--- src/rtl/cbk_pkg.sv ---
// Shared types for the cartridge bank controller.
// Assumes eight character slots and eight-bit bank register fields.
package cbk_pkg;
    localparam int CHR_SLOTS = 8;
    localparam int REG_W     = 8;

    // One decoded write: which register and which half is targeted.
    typedef struct packed {
        logic [1:0]           prg_we;
        logic [CHR_SLOTS-1:0] chr_we;
        logic                 chr_hi;
    } cbk_wr_t;
endpackage

--- src/rtl/cbk_wr_decode.sv ---
// Write decoder: masks the CPU write address to bits 15:12 and 3:2 and
// yields one-hot write enables. Assumes one write per wr_en cycle.
module cbk_wr_decode
    import cbk_pkg::*;
(
    input  logic        wr_en,
    input  logic [15:0] wr_addr,
    output cbk_wr_t     dec
);
    // Map the masked address to a register target.
    always_comb begin
        dec = '0;
        if (wr_en) begin
            casez (wr_addr & 16'hF00C)
                16'h8???: dec.prg_we = 2'b01;
                16'hA???: dec.prg_we = 2'b10;
                16'hB000: begin dec.chr_we = 8'h01; dec.chr_hi = 1'b0; end
                16'hB004: begin dec.chr_we = 8'h01; dec.chr_hi = 1'b1; end
                16'hB008: begin dec.chr_we = 8'h02; dec.chr_hi = 1'b0; end
                16'hB00C: begin dec.chr_we = 8'h02; dec.chr_hi = 1'b1; end
                16'hC000: begin dec.chr_we = 8'h04; dec.chr_hi = 1'b0; end
                16'hC004: begin dec.chr_we = 8'h04; dec.chr_hi = 1'b1; end
                16'hC008: begin dec.chr_we = 8'h08; dec.chr_hi = 1'b0; end
                16'hC00C: begin dec.chr_we = 8'h08; dec.chr_hi = 1'b1; end
                16'hD000: begin dec.chr_we = 8'h10; dec.chr_hi = 1'b0; end
                16'hD004: begin dec.chr_we = 8'h10; dec.chr_hi = 1'b1; end
                16'hD008: begin dec.chr_we = 8'h20; dec.chr_hi = 1'b0; end
                16'hD00C: begin dec.chr_we = 8'h20; dec.chr_hi = 1'b1; end
                16'hE000: begin dec.chr_we = 8'h40; dec.chr_hi = 1'b0; end
                16'hE004: begin dec.chr_we = 8'h40; dec.chr_hi = 1'b1; end
                16'hE008: begin dec.chr_we = 8'h80; dec.chr_hi = 1'b0; end
                16'hE00C: begin dec.chr_we = 8'h80; dec.chr_hi = 1'b1; end
                default:  dec = '0;
            endcase
        end
    end
endmodule

--- src/rtl/cbk_bank_regs.sv ---
// Bank register storage: two full-byte program banks and eight character
// banks written a nibble at a time. Synchronous active-low reset.
module cbk_bank_regs
    import cbk_pkg::*;
(
    input  logic                            clk,
    input  logic                            rst_n,
    input  cbk_wr_t                         dec,
    input  logic [REG_W-1:0]                wr_data,
    output logic [1:0][REG_W-1:0]           prg_q,
    output logic [CHR_SLOTS-1:0][REG_W-1:0] chr_q
);
    for (genvar p = 0; p < 2; p++) begin : g_prg
        // Load a program bank from the full data byte.
        always_ff @(posedge clk) begin
            if (!rst_n)
                prg_q[p] <= REG_W'(p);
            else if (dec.prg_we[p])
                prg_q[p] <= wr_data;
        end
    end

    for (genvar c = 0; c < CHR_SLOTS; c++) begin : g_chr
        // Merge the low data nibble into one half of a character bank.
        always_ff @(posedge clk) begin
            if (!rst_n)
                chr_q[c] <= REG_W'(c);
            else if (dec.chr_we[c]) begin
                if (dec.chr_hi)
                    chr_q[c] <= {wr_data[3:0], chr_q[c][3:0]};
                else
                    chr_q[c] <= {chr_q[c][7:4], wr_data[3:0]};
            end
        end
    end
endmodule

--- src/rtl/cbk_prg_map.sv ---
// Program address former: picks the bank of one of four 8 KB CPU windows,
// two switchable and two fixed at the end of ROM. PRG_BANKS is a power of two.
module cbk_prg_map
    import cbk_pkg::*;
#(
    parameter int PRG_BANKS = 32,
    localparam int BANK_W   = (PRG_BANKS > 1) ? $clog2(PRG_BANKS) : 1,
    localparam int ADDR_W   = BANK_W + 13
)(
    input  logic [1:0][REG_W-1:0] prg_q,
    input  logic [14:0]           cpu_addr,
    output logic [ADDR_W-1:0]     prg_phys
);
    localparam logic [BANK_W-1:0] SECOND_LAST = BANK_W'(PRG_BANKS - 2);
    localparam logic [BANK_W-1:0] LAST        = BANK_W'(PRG_BANKS - 1);

    logic [REG_W-1:0]  raw_bank;
    logic [BANK_W-1:0] bank;

    // Choose the window bank and wrap switchable numbers into range.
    always_comb begin
        raw_bank = (cpu_addr[13]) ? prg_q[1] : prg_q[0];
        case (cpu_addr[14:13])
            2'b10:   bank = SECOND_LAST;
            2'b11:   bank = LAST;
            default: bank = BANK_W'(32'(raw_bank) % PRG_BANKS);
        endcase
        prg_phys = {bank, cpu_addr[12:0]};
    end
endmodule

--- src/rtl/cbk_chr_map.sv ---
// Character address former: video bits 12:10 pick one of eight 1 KB banks.
// CHR_BANKS is a power of two; bank numbers wrap modulo it.
module cbk_chr_map
    import cbk_pkg::*;
#(
    parameter int CHR_BANKS = 256,
    localparam int BANK_W   = (CHR_BANKS > 1) ? $clog2(CHR_BANKS) : 1,
    localparam int ADDR_W   = BANK_W + 10
)(
    input  logic [CHR_SLOTS-1:0][REG_W-1:0] chr_q,
    input  logic [12:0]                     vid_addr,
    output logic [ADDR_W-1:0]               chr_phys
);
    logic [REG_W-1:0] raw_bank;

    // Select the slot register and append the in-bank offset.
    always_comb begin
        raw_bank = chr_q[vid_addr[12:10]];
        chr_phys = {BANK_W'(32'(raw_bank) % CHR_BANKS), vid_addr[9:0]};
    end
endmodule

--- src/rtl/cart_bank_ctrl.sv ---
// Top level of the cartridge bank controller: decodes CPU register writes,
// keeps the bank numbers and forms both physical ROM addresses combinationally.
// Assumes cpu_addr is only meaningful for reads inside 0x8000-0xFFFF.
module cart_bank_ctrl
    import cbk_pkg::*;
#(
    parameter int PRG_BANKS = 32,
    parameter int CHR_BANKS = 256,
    localparam int PRG_W    = ((PRG_BANKS > 1) ? $clog2(PRG_BANKS) : 1) + 13,
    localparam int CHR_W    = ((CHR_BANKS > 1) ? $clog2(CHR_BANKS) : 1) + 10
)(
    input  logic              clk,
    input  logic              rst_n,
    input  logic              wr_en,
    input  logic [15:0]       wr_addr,
    input  logic [7:0]        wr_data,
    input  logic [14:0]       cpu_addr,
    output logic [PRG_W-1:0]  prg_phys,
    input  logic [12:0]       vid_addr,
    output logic [CHR_W-1:0]  chr_phys
);
    cbk_wr_t                         dec;
    logic [1:0][REG_W-1:0]           prg_q;
    logic [CHR_SLOTS-1:0][REG_W-1:0] chr_q;

    cbk_wr_decode u_dec (
        .wr_en   (wr_en),
        .wr_addr (wr_addr),
        .dec     (dec)
    );

    cbk_bank_regs u_regs (
        .clk     (clk),
        .rst_n   (rst_n),
        .dec     (dec),
        .wr_data (wr_data),
        .prg_q   (prg_q),
        .chr_q   (chr_q)
    );

    cbk_prg_map #(.PRG_BANKS(PRG_BANKS)) u_prg (
        .prg_q    (prg_q),
        .cpu_addr (cpu_addr),
        .prg_phys (prg_phys)
    );

    cbk_chr_map #(.CHR_BANKS(CHR_BANKS)) u_chr (
        .chr_q    (chr_q),
        .vid_addr (vid_addr),
        .chr_phys (chr_phys)
    );
endmodule

--- config.mk ---
export PLATFORM = sky130hd
export DESIGN_NAME = cart_bank_ctrl
export DESIGN_NICKNAME = d
export VERILOG_FILES = /design/src/rtl/cbk_pkg.sv /design/src/rtl/cbk_wr_decode.sv /design/src/rtl/cbk_bank_regs.sv /design/src/rtl/cbk_prg_map.sv /design/src/rtl/cbk_chr_map.sv /design/src/rtl/cart_bank_ctrl.sv
export SDC_FILE = /design/constraint.sdc
export NUM_CORES = 1
export LEC_CHECK = 0
export BUFFER_PORTS_ARGS = -buffer_cell sky130_fd_sc_hd__buf_2
export CORE_ASPECT_RATIO = 0.7
export CORE_MARGIN = 1
export CORE_UTILIZATION = 55
export DETAILED_ROUTE_END_ITERATION = 6
export PLACE_DENSITY = 0.82
export SLEW_MARGIN = 20
export SYNTH_ARGS = -nofsm -noshare
export SYNTH_HDL_FRONTEND = slang
export SYNTH_SLANG_ARGS = --single-unit
--- constraint.sdc ---
create_clock -name clk -period 3.46 [get_ports clk]
set_input_delay 0.173 -clock clk [delete_from_list [all_inputs] [get_ports clk]]
set_output_delay 0.173 -clock clk [all_outputs]
set_load 0.03 [all_outputs]
Yosys cells after proc, flatten, opt, wreduce, memory -nomap -nowiden:

Cells that the tools add are included.

* register bits: 74
* latch bits: 0
* memory bits (writable): 0
* ROM bits: 0
* logic and storage cells: 63
* memories kept: 0

* add/sub/neg operators: 0
* multiply operators: 0
* div/mod/pow operators: 0
* order comparisons: 1
* eq/ne operators: 20
* shifts and indexed selects: 0
* multiplexer cells: 7
* bitwise gates (word level): 1
* reductions and logical operators: 16

Operators with widths (count)
* $pmux 9 s16: 1
* $eq 6x6->1 const B: 16
* $reduce_and 2->1: 16
* $bmux 8 s3: 1
* $mux 11: 1
* $pmux 5 s2: 1
* $eq 4x4->1 const B: 2
* $mux 8: 1
* $mux 5: 1
* $eq 2x2->1 const B: 2
* $lt 3x4->1 const B: 1
* $pmux 2 s2: 1
* $not 1->1: 1

Logic depth before layout (Yosys ltp):

* depth in word-level cells: 5
* mapped depth: 5
* mapped depth without buffers: 3

Hierarchy:

From an unflattened synthesis, not the netlist that was laid out.

* cells, all modules: 374
* area, all modules: 4022.6 sq um

Modules (own cells, without submodules)
* cbk_bank_regs: instances 1, cells an instance 287, area each 3055.4 sq um
* cbk_chr_map: instances 1, cells an instance 39, area each 625.6 sq um
* cbk_prg_map: instances 1, cells an instance 25, area each 195.2 sq um
* cbk_wr_decode: instances 1, cells an instance 23, area each 146.4 sq um

Worst setup path before layout:

Ideal clock, no wire load.

* path type: input port to output port
* start: in vid_addr[10]
* end: out chr_phys[10]
* data arrival time: 1.397 ns
* required time: 3.287 ns
* path slack: 1.890 ns
* stages on the path: 4
* path buffers: 2
* cells stage by stage: buf_2 > buf_6 > mux4_2 > mux2_2

* longest elaborated chain between the ends: 2

Ends and longest elaborated chain
* start: declaration: RTL line cart_bank_ctrl.sv:19 `input logic [12:0] vid_addr,`
* $bmux 8 s3: RTL line cbk_chr_map.sv:18 `raw_bank = chr_q[vid_addr[12:10]];`
* $mux 8 (implied by the code): RTL line cbk_chr_map.sv:18
* end: declaration: RTL line cart_bank_ctrl.sv:20 `output logic [CHR_W-1:0] chr_phys`

Every way passes these cells. The select of a mux whose other input is x is not followed.

Worst setup path in the final report:

* start: in vid_addr[10]
* end: out chr_phys[15]

Same word-level chain as after synthesis.

==> results.sh <==
export IMPL_outcome="finished, final reports clean"
export IMPL_fin_crit_sh_pct=53.5
export IMPL_clkSlewWorstSetupHoldPaths_ns=0.08
export IMPL_finalMaxSlewViolations=0
export IMPL_hold_viol_final=0
export IMPL_via_per_inst=5.71
export IMPL_fin_skew_ns=0
export IMPL_maxSlewHeadroom_pct=39.0
export IMPL_grtUsageTotal_pct=23.1
export IMPL_drt_initial_drc_count=89
export IMPL_cts_root_buffer="clkbuf_8"
export IMPL_cts_tree="yes"
export IMPL_ys_types=27
export IMPL_dieArea_um2=6900
export IMPL_initial_utilization_pct=57.6
export IMPL_htreeDepth=3
export IMPL_worstMarginPinSlew_ns=0.908
export IMPL_crit_path_start="vid_addr[10]"
export IMPL_yosys_warnings=0
export IMPL_vias=2405
export IMPL_ir_drop_mv=0.270
export IMPL_fin_ws_ns=1.61
export IMPL_final_min_clock_period_ns=1.85
export IMPL_finalSetupViolations=0
export IMPL_required_ns=3.29
export IMPL_critPathLaunchType="input port"
export IMPL_cts_path_max_buffers=2
export IMPL_met1_usage_pct=31.1
export IMPL_grt_overflow_total=0
export IMPL_max_stage_delay_ns=0.58
export IMPL_synthTopCellsByArea="dfxtp_1 (41%), mux2i_1 (20%), mux4_2 (10%), nand2_1 (7.7%), buf_4 (5.0%)"
export IMPL_use_met2_pct=35.5
export IMPL_io_pins=91
export IMPL_fmax_ghz=0.541
export IMPL_crit_fanout=16
export IMPL_r2r_cells=2
export IMPL_die_w_um=98.9
export IMPL_hold_class="in -> reg"
export IMPL_ant_nets=0
export IMPL_ys_seq_area_share_pct=41.0
export IMPL_cp_slowest_cell="mux4_2"
export IMPL_syn_area_um2=3610
export IMPL_grt_busiest_layer="met2"
export IMPL_grt_pass1_vias=2380
export IMPL_drive_gt1_share_pct=21.9
export IMPL_firstDrtPassIters=4
export IMPL_insertion_delay_ns=0.35
export IMPL_post_cts_setup_buffers=0
export IMPL_rsz0062_at_grt="false"
export IMPL_path_cells="buf_2 -> mux4_2 -> mux2_2 -> buf_2"
export IMPL_clkSinkCount=74
export IMPL_synth_common_cells="dfxtp_1 (74), mux2i_1 (74), nand2_1 (74)"
export IMPL_maxCapViolations=0
export IMPL_ys_seq_elements=74
export IMPL_post_cts_resized=0
export IMPL_leakage_nw=1.63
export IMPL_arrival_ns=1.68
export IMPL_crit_cells=4
export IMPL_grt_max_degree=66
export IMPL_wire_per_inst_um=17.9
export IMPL_antenna_found_initial=0
export IMPL_async_reset_ff_share_pct=0
export IMPL_synth_top_area_share_pct=41.0
export IMPL_crit_path_frequent_cell="buf_2"
export IMPL_syn_area_per_cell_um2=10.5
export IMPL_drcViolationCount=0
export IMPL_yosysTopAreaCell="dfxtp_1"
export IMPL_dieHeight_um=69.8
export IMPL_wl_um=7540
export IMPL_grt_pass1_wl_um=12100
export IMPL_syn_num_nets=400
export IMPL_worstSetupPathType="in -> out"
export IMPL_numCtsBuffers=9
export IMPL_grt_util_met3_pct=6.65
export IMPL_setup_tns_ns=0
export IMPL_pwr_density_cell_nw_per_um2=474
export IMPL_antenna_cells=0
export IMPL_cts_hold_fix_buffers=0
export IMPL_crit_end="chr_phys[15]"
export IMPL_place_ws_ns=1.57
export IMPL_r2r_start="u_regs.chr_q[16]"
export IMPL_r2r_end="u_regs.chr_q[16]"
export IMPL_cp_top_family="multiplexers"
export IMPL_hpwl_um=5010
export IMPL_worst_path_buf_inv=2
export IMPL_core_um2=6280
export IMPL_place_congestion=0.768
export IMPL_r2r_setup_slack_ns=2.81
export IMPL_syn_to_final_growth_pct=5.71
export IMPL_netlist_instances=345
export IMPL_io_buffers=31
export IMPL_end_kind="output pin"
export IMPL_synth_ff_type="dfxtp_1"
export IMPL_num_rows=24
export IMPL_fin_nets=394
export IMPL_synth_edf_count=0
[final cells by class]
type / instances / area (um^2)
Fill cell: 505 / 2460
Multi-Input combinational cell: 222 / 1830
Sequential cell: 74 / 1480
Timing Repair Buffer: 32 / 163
Clock buffer: 11 / 151
Clock inverter: 4 / 98.8
Tap cell: 78 / 97.6
[stage by stage]
step | total power [W] | utilization (%) | instances | cell area (um^2) | hold slack (ns)
detailed placement | 0.00100 | 56.9 | 406 | 3570 | 0.346
global route | 0.00187 | 60.9 | 421 | 3820 | 0.104
CTS | 0.00182 | 60.9 | 421 | 3820 | 0.0860
global placement | 0.000998 | 56.9 | 406 | 3570 | 0.346
floorplan | 0.00102 | - | 345 | 3610 | 0.337
finish | 0.00181 | 60.9 | 421 | 3820 | 0.104
[power breakdown]
group | switching [W] | internal (W) | total [W] | leakage [nW]
Sequential | 0.00000232 | 0.000855 | 0.000858 | 0.597
Clock | 0.000315 | 0.000516 | 0.000830 | 0.126
Combinational | 0.0000820 | 0.0000423 | 0.000124 | 0.911
Total | 0.000399 | 0.00141 | 0.00181 | 1.63
[worst min path at each step]
stage | from | slack, ns | depth (start not counted) | to
final | wr_data[4] | 0.10 | 3 | u_regs.prg_q[12]
after floorplan | wr_data[4] | 0.34 | 2 | u_regs.prg_q[4]
after global placement | vid_addr[2] | 0.35 | 0 | chr_phys[2]
after CTS | wr_data[4] | 0.09 | 3 | u_regs.prg_q[12]
after detailed placement | vid_addr[2] | 0.35 | 0 | chr_phys[2]
after global routing | wr_data[4] | 0.10 | 3 | u_regs.prg_q[12]
[state kept, by name, summed over array words and instances, names as in the netlist]
register / cells
u_regs.chr_q: 64
u_regs.prg_q: 10
[cell families after synthesis]
group           synth area share (%)
compound gates                  1.25
buf+inv                         8.41
flops                           41.0
mux                             33.0
simple gates                    16.4
[cells in the final DEF (no fill, tap or decap), drive strengths merged, types with 2 or more instances in the layout]
| cell | instances |
|---|---|
| clkbuf | 11 |
| nor3b | 3 |
| mux2i | 74 |
| nor3 | 4 |
| mux2 | 8 |
| nor2b | 21 |
| o21ai | 2 |
| dfxtp | 74 |
| mux4 | 16 |
| buf | 32 |
| nand4b | 2 |
| nand2 | 74 |
| and4b | 2 |
| nand3b | 3 |
| bufinv | 3 |
| nor2 | 3 |
| a211o | 4 |
| nand3 | 3 |
[metal layers]
| layer | part of all wire [%] | vias up |
|---|---|---|
| met5 | 0 | - |
| met4 | 1.3 | 0 |
| met3 | 4.9 | 12 |
| met2 | 46 | 54 |
| met1 | 48 | 1185 |
| li1 | - | 1154 |
[worst reg2reg max path, delay by kind of cell (launching register included)]
kind,cells,cell delay [ns]
DFF,1,0.34
muxes,1,0.17
and+or+nand+nor,1,0.07
(Power assumes the default switching activity.)
